[src/rtl/pte_gate_pkg.sv]
package pte_gate_pkg;
  localparam int ENTRY_W = 64;
  localparam int OFFS_W  = 12;
  localparam int PA_W    = 52;

  localparam int B_PRES  = 0;
  localparam int B_WR    = 1;
  localparam int B_USR   = 2;
  localparam int B_WT    = 3;
  localparam int B_CD    = 4;
  localparam int B_ACC   = 5;
  localparam int B_DRT   = 6;
  localparam int B_NX    = ENTRY_W - 1;

  typedef enum logic [1:0] {
    ACC_READ  = 2'd0,
    ACC_WRITE = 2'd1,
    ACC_FETCH = 2'd2,
    ACC_SPARE = 2'd3
  } acc_kind_e;

  typedef enum logic [2:0] {
    CAUSE_NONE   = 3'd0,
    CAUSE_ABSENT = 3'd1,
    CAUSE_PRIV   = 3'd2,
    CAUSE_RDONLY = 3'd3,
    CAUSE_NOEXEC = 3'd4
  } cause_e;
endpackage

[src/rtl/pte_fault_eval.sv]
module pte_fault_eval
  import pte_gate_pkg::*;
#(
  parameter int EW = ENTRY_W
) (
  input  logic [EW-1:0] entry,
  input  logic [1:0]    kind,
  input  logic          user,
  output logic          fault,
  output logic [2:0]    cause
);
  cause_e c;

  // Fixed priority: absent, privilege, read-only, no-execute.
  always_comb begin
    c = CAUSE_NONE;
    if (!entry[B_PRES])                                 c = CAUSE_ABSENT;
    else if (user && !entry[B_USR])                     c = CAUSE_PRIV;
    else if (kind == ACC_WRITE && !entry[B_WR])         c = CAUSE_RDONLY;
    else if (kind == ACC_FETCH && entry[EW-1])          c = CAUSE_NOEXEC;
  end

  assign cause = c;
  assign fault = (c != CAUSE_NONE);
endmodule

[src/rtl/pte_flag_update.sv]
module pte_flag_update
  import pte_gate_pkg::*;
#(
  parameter int EW = ENTRY_W
) (
  input  logic [EW-1:0] entry,
  input  logic [1:0]    kind,
  output logic [EW-1:0] upd_entry,
  output logic          changed
);
  always_comb begin
    upd_entry        = entry;
    upd_entry[B_ACC] = 1'b1;
    if (kind == ACC_WRITE) upd_entry[B_DRT] = 1'b1;
  end

  assign changed = (upd_entry != entry);
endmodule

[src/rtl/pte_access_gate.sv]
module pte_access_gate
  import pte_gate_pkg::*;
#(
  parameter int EW  = ENTRY_W,
  parameter int OW  = OFFS_W,
  parameter int AW  = PA_W
) (
  input  logic          clk,
  input  logic          rst,
  input  logic          req_valid,
  input  logic [EW-1:0] req_entry,
  input  logic [1:0]    req_kind,
  input  logic          req_user,
  input  logic [OW-1:0] req_offset,
  output logic          rsp_valid,
  output logic          rsp_fault,
  output logic [2:0]    rsp_cause,
  output logic [EW-1:0] rsp_entry,
  output logic          rsp_wb,
  output logic [AW-1:0] rsp_paddr,
  output logic          rsp_wt,
  output logic          rsp_nocache
);
  localparam int PPN_W = AW - OW;

  logic          flt;
  logic [2:0]    cse;
  logic [EW-1:0] upd;
  logic          chg;
  logic [AW-1:0] pa_next;

  pte_fault_eval #(.EW(EW)) u_fault (
    .entry (req_entry),
    .kind  (req_kind),
    .user  (req_user),
    .fault (flt),
    .cause (cse)
  );

  pte_flag_update #(.EW(EW)) u_upd (
    .entry     (req_entry),
    .kind      (req_kind),
    .upd_entry (upd),
    .changed   (chg)
  );

  assign pa_next = {req_entry[OW +: PPN_W], req_offset};

  always_ff @(posedge clk) begin
    if (rst) begin
      rsp_valid   <= 1'b0;
      rsp_fault   <= 1'b0;
      rsp_cause   <= '0;
      rsp_entry   <= '0;
      rsp_wb      <= 1'b0;
      rsp_paddr   <= '0;
      rsp_wt      <= 1'b0;
      rsp_nocache <= 1'b0;
    end else begin
      rsp_valid <= req_valid;
      rsp_wb    <= req_valid & ~flt & chg;
      if (req_valid) begin
        rsp_fault   <= flt;
        rsp_cause   <= cse;
        rsp_entry   <= flt ? req_entry : upd;
        rsp_paddr   <= pa_next;
        rsp_wt      <= req_entry[B_WT];
        rsp_nocache <= req_entry[B_CD];
      end
    end
  end
endmodule

[config.mk]
export PLATFORM = sky130hd
export DESIGN_NAME = pte_access_gate
export DESIGN_NICKNAME = d
export VERILOG_FILES = /design/src/rtl/pte_gate_pkg.sv /design/src/rtl/pte_fault_eval.sv /design/src/rtl/pte_flag_update.sv /design/src/rtl/pte_access_gate.sv
export SDC_FILE = /design/constraint.sdc
export NUM_CORES = 1
export LEC_CHECK = 0
export BUFFER_PORTS_ARGS = -buffer_cell sky130_fd_sc_hd__buf_2
export CORE_MARGIN = 10
export CORE_UTILIZATION = 38
export CTS_CLUSTER_SIZE = 14
export DETAILED_ROUTE_END_ITERATION = 10
export GPL_ROUTABILITY_DRIVEN = 0
export GPL_TIMING_DRIVEN = 1
export PLACE_DENSITY = 0.63
export SYNTH_ARGS = -nofsm -noshare
export SYNTH_HDL_FRONTEND = slang
export SYNTH_HIERARCHICAL = 1
export SYNTH_SLANG_ARGS = --single-unit
[constraint.sdc]
create_clock -name clk -period 4.6 [get_ports clk]
set_input_delay 1.38 -clock clk [delete_from_list [all_inputs] [get_ports clk]]
set_output_delay 1.38 -clock clk [all_outputs]
set_load 0.05 [all_outputs]
==> results.ini, run 1 <==
[drt]
routedWlPerCell_um=16.0
viasPerCell=4.73
num_vias=4111
firstDrtPassIters=4
wl_um=13900
drtAntennaViolNets=0
drtIter0Drc=125
drc=0

[finish]
syn2layout_area_growth_pct=22.1
final_common_cell=buf_2
drive_above_1_share_pct=35.1
finalNetCount=758
mostFrequentLayoutCells=buf_2 (203), dfxtp_1 (124), mux2i_1 (122), nor2_1 (122), a211oi_1 (64)

[cts]
cts_tree=yes
cts_resized=0
postCtsSetupBuffers=0
htreeDepth=4
clock_path_buffers=2
insertion_delay_ns=0.40
hold_buffers=0
cts-root-buf=clkbuf_16
cts_sinks=124
numCtsBuffers=17
clk_pin_slew_worst_paths_ns=0.05

[sta]
timing.hold.ws_ns=0.482
relSlewSlack_pct=49.2
slew_viol_final=0
worst_pin_slew_ns=0.762
fin_skew_ns=0
fin_crit_ns=2.86
hold_violations=0
rsz0062_at_grt=false
timing.final.crit_share_pct=62.2
finalSetupViolCount=0
tns_ns=0
fmax_mhz=350
setup_ws_ns=1.74

[yosys]
seq_area_frac_synth_pct=45.2
ys_warn_count=6
synthesis.nets=634
postSynthAreaPerCell_um2=9.96
synth_cells=552
ys_ff_latch=124
synthDistinctLibCells=20
syn_area_um2=5500

[placed_design]
dp_hpwl_um=10100
io_buffers=205
dp_slack_ns=1.30

[global_route]
grtUsageTotal_pct=13.8
grt_pass1_vias=4204
antenna_found_initial=1
grt.overflow.total=0
grt_max_degree=79
grt_first_pass_wirelength_um=22300

[power]
switching_share_pct=29.7
vdd_drop_max_mv=0.294
p_comb_share_pct=18.9
p_int_mw=2.25
pwr-share-clk_pct=44.2
power.switching_mw=0.950
powerDensity_nw_per_um2=478
seq_power_share_pct=37.0
p_leak_nw=3.47

[worst_setup_path]
cp-start-kind=input port
critPathKind=in -> reg
max_stage_delay_ns=0.55
critPathArrivalTime_ns=3.11
required_ns=4.85
cp_slowest_cell=nand4_1
critPathCaptureType=register
worst-path-max-fanout=30
cp_cell_sequence=buf_2 > or3b_1 > nand4_1 > buf_12 > mux2i_1 > a211oi_1

[floorplan]
die_width_um=140
dieArea_um2=19700
rows=43
ios=206
die_y_um=140
core_area_um2=14000
start_util_pct=39.1

[run_status]
status=completed

[hold_path]
worst_hold_path_type=reg -> reg

[flow_run]
drv_cap=0

==> logic make-up after synthesis <==
kind of cell	Yosys count	share of synthesized area (%)
other cells	1	0.0682
flops	124	45.2
buf+inv	106	13.8
mux	122	22.2
simple gates	132	9.61
compound gates	67	9.13
==> sequential cells by signal, summed over array words and instances (netlist names) <==
register	count
rsp_paddr	52
rsp_entry	64
rsp_fault	1
rsp_cause	3
rsp_nocache	1
rsp_wt	1
rsp_wb	1
rsp_valid	1
==> layout make-up <==
type	instances	area (um2)
fill	1332	7330
clock buffer	21	460
sequential	124	2480
timing repair buffer	211	1120
multi-input combinational	322	2250
tap	180	225
clock inverter	11	166
antenna	1	2.50
==> per-layer routing <==
layer	up-vias	wire length, um	part of all wire, %	global-route usage [%]
met5	-	0	0	0
met3	13	1360	9.8	7.20
met1	1870	6070	44	16.0
met2	136	6340	45	21.1
li1	2092	-	-	-
met4	0	165	1.2	5.11
==> power groups by stage <==
| stage | Sequential [mW] | Clock, mW | Combinational, mW |
|---|---|---|---|
| after global placement | 1.20 | 0 | 0.602 |
| after floorplan | 1.46 | 0 | 0.243 |
| after CTS | 1.18 | 1.45 | 0.612 |
| after detailed placement | 1.21 | 0 | 0.611 |
| after global routing | 1.19 | 1.49 | 0.647 |
| final | 1.18 | 1.42 | 0.605 |
==> metrics by stage <==
stage | util (%) | cells | total power [mW] | area [um2]
floorplan | - | 552 | 1.70 | 5500
global placement | 43.3 | 837 | 1.81 | 6080
detailed placement | 43.3 | 837 | 1.82 | 6080
CTS | 47.8 | 869 | 3.24 | 6710
global route | 47.8 | 870 | 3.33 | 6710
finish | 47.8 | 870 | 3.20 | 6710
==> final timing paths <==
| check | startpoint | end | slack (ns) | cells after the start |
|---|---|---|---|---|
| worst max register to register | rsp_entry[50] | rsp_entry[50] | 3.88 | 2 |
| worst min-delay path | rsp_entry[26] | rsp_entry[26] | 0.48 | 2 |
| worst max-delay path | req_kind[1] | rsp_entry[20] | 1.74 | 6 |
| worst min register to register | rsp_entry[26] | rsp_entry[26] | 0.48 | 2 |
==> worst max-delay path, delay by kind of cell <==
family | cells | cell delay [ns]
buffers and inverters | 2 | 0.42
muxes | 1 | 0.23
and+or+nand+nor | 2 | 0.96
AOI/OAI and AO/OA | 1 | 0.09
==> synthesized netlist by cell type <==
| cell | n | area, um2 |
|---|---|---|
| dfxtp_1 | 124 | 2480 |
| mux2i_1 | 122 | 1220 |
| nor2_1 | 122 | 458 |
| buf_4 | 73 | 548 |
| a211oi_1 | 64 | 480 |
| clkbuf_1 | 19 | 71.3 |
| buf_2 | 9 | 45.0 |
| buf_12 | 4 | 80.1 |
| nand2b_1 | 3 | 18.8 |
| nor2b_1 | 2 | 12.5 |
| a21boi_1 | 1 | 7.51 |
| and3b_1 | 1 | 8.76 |
| buf_8 | 1 | 15.0 |
| conb_1 | 1 | 3.75 |
| nand3b_1 | 1 | 7.51 |
| nand4_1 | 1 | 6.26 |
| nor3b_1 | 1 | 7.51 |
| o21ai_0 | 1 | 5.00 |
| o21ai_2 | 1 | 8.76 |
| or3b_1 | 1 | 8.76 |
No activity file was read; power rests on OpenSTA's default activity.
==> run 2: changes to the inputs <==
==> constraint.sdc (replaced) <==
create_clock -name clk -period 2.64 [get_ports clk]
set_input_delay 0.792 -clock clk [delete_from_list [all_inputs] [get_ports clk]]
set_output_delay 0.792 -clock clk [all_outputs]
set_load 0.05 [all_outputs]
==> run 2 against run 1 <==
Non-clock buffer count up 12. Final area grew 1.2%. Global-route usage increased by 0.48 points. Critical endpoint is now rsp_entry[42]. Final cell count grew 1.3%. Die area unchanged. Via count decreased by 0.36%.
==> results.ini, run 2 (synthesis gave the netlist of run 1 again) <==
[worst_setup_path]
cp-start-kind=input port
crit_buf_inv=3  ; +1
critPathCaptureType=register
critPathKind=in -> reg
worst-path-max-fanout=18  ; -40%
required_ns=2.91  ; -1.94 ns
critical_path.top_delay_family=simple AND/OR/NAND/NOR gates
max_stage_delay_ns=0.42  ; -0.13 ns
critPathArrivalTime_ns=2.20  ; -0.91 ns
cp_slowest_cell=or3b_1
cp_cell_sequence=buf_2 > or3b_1 > nand4_1 > buf_4 > buf_12 > mux2i_1 > a211oi_1

[placed_design]
dp_hpwl_um=10800  ; +7.3%
placed_cell_area_um2=6210  ; +2.1%
dp_cells=849  ; +1.4%
io_buffers=205  ; unchanged
dp_slack_ns=0.276  ; -1.03 ns

[sta]
timing.final.crit_share_pct=73.3
slew_viol_final=0  ; unchanged
hold_violations=0  ; unchanged
fin_crit_ns=1.94
rsz0062_at_grt=false
fin_skew_ns=0  ; unchanged
fmax_mhz=517
relSlewSlack_pct=66.1  ; +17 points
finalSetupViolCount=0  ; unchanged
tns_ns=0  ; unchanged
setup_ws_ns=0.704  ; -1.04 ns
timing.hold.ws_ns=0.481  ; -0.00107 ns
worst_pin_slew_ns=0.508  ; -0.254 ns

[cts]
cts_resized=0  ; unchanged
numCtsBuffers=17  ; unchanged
clock_path_buffers=2  ; unchanged
cts_tree=yes
insertion_delay_ns=0.40  ; about the same
htreeDepth=4  ; unchanged
clk_pin_slew_worst_paths_ns=0.05  ; about the same
cts_sinks=124  ; unchanged
hold_buffers=0  ; unchanged
postCtsSetupBuffers=0  ; unchanged
cts-root-buf=clkbuf_16

[floorplan]
dieArea_um2=19700  ; unchanged
die_width_um=140  ; unchanged
core_area_um2=14000  ; unchanged
die_y_um=140  ; unchanged
rows=43  ; unchanged
start_util_pct=39.1  ; unchanged
ios=206  ; unchanged

[finish]
mostFrequentLayoutCells=buf_2 (203), dfxtp_1 (124), mux2i_1 (122), nor2_1 (122), a211oi_1 (64)
top_register=rsp_entry
drive_above_1_share_pct=36.1  ; +1.0 points
reg_top3=rsp_entry x64, rsp_paddr x52, rsp_cause x3
fin_cells=881  ; +1.3%
syn2layout_area_growth_pct=23.5
fill_cells=1306  ; -2.0%
fin_util_pct=48.3  ; +0.56 points
largest_register_ff_count=64  ; unchanged
final_common_cell=buf_2
finalNetCount=770  ; +1.6%
final_area_um2=6790  ; +1.2%

[global_route]
grtUsageTotal_pct=14.3  ; +0.48 points
grt_pass1_vias=4247  ; +1.0%
grt.overflow.total=0  ; unchanged
grt_first_pass_wirelength_um=22800  ; +2.3%
antenna_found_initial=0  ; -1
grt_max_degree=55  ; -30%

[drt]
wl_um=14300  ; +2.3%
viasPerCell=4.65  ; -1.6%
firstDrtPassIters=4  ; unchanged
routedWlPerCell_um=16.2  ; +1.1%
drtIter0Drc=135  ; +8.0%
drc=0  ; unchanged
drtAntennaViolNets=0  ; unchanged
num_vias=4096  ; -0.36%

[run_status]
status=completed

[power]
vdd_drop_max_mv=0.528  ; +79%
finalPower_mw=5.41  ; +69%
p_leak_nw=3.53  ; +1.8%
powerDensity_nw_per_um2=796  ; +67%

[flow_run]
drv_cap=0  ; unchanged

[hold_path]
worst_hold_path_type=reg -> reg

## run 2: area by class of cell
class | count | area [um2] | share of cell area (%)
antenna | 1 | 2.50 | 0.0369
tap | 180 | 225 | 3.32
clock buffer | 23 | 488 | 7.19
timing repair buffer | 223 | 1240 | 18.3
multi-input combinational | 322 | 2250 | 33.2
sequential | 124 | 2480 | 36.6
clock inverter | 8 | 90.1 | 1.33
## run 2: worst min-delay path: cells and delay by family, from the launching register on
| kind | cells | cell delay [ns] |
|---|---|---|
| flops | 1 | 0.30 |
| compound gates | 1 | 0.05 |
| simple gates | 1 | 0.08 |
## run 2: power by group
part           leakage [nW]  internal [mW]  total, mW  switching (mW)
sequential             1.03           2.00       2.06          0.0619
clock                 0.292           1.47       2.26           0.790
combinational          2.21          0.319       1.08           0.760
total                  3.53           3.79       5.41            1.61
## run 2: layer usage
| metal | up-vias | global-route usage (%) | share of wire (%) |
|---|---|---|---|
| li1 | 2114 | - | - |
| met1 | 1832 | 16.3 | 44 |
| met2 | 141 | 22.2 | 46 |
| met3 | 9 | 7.64 | 9.6 |
| met4 | 0 | 4.95 | 0.83 |
| met5 | - | 0 | 0 |
## run 2: path summary, 6_finish.rpt
check | startpoint | to | slack [ns] | cells after the start
setup / recovery | req_kind[1] | rsp_entry[42] | 0.70 | 7
hold / removal | rsp_entry[38] | rsp_entry[38] | 0.48 | 2
setup reg to reg | rsp_entry[35] | rsp_entry[35] | 1.92 | 2
hold reg to reg | rsp_entry[38] | rsp_entry[38] | 0.48 | 2
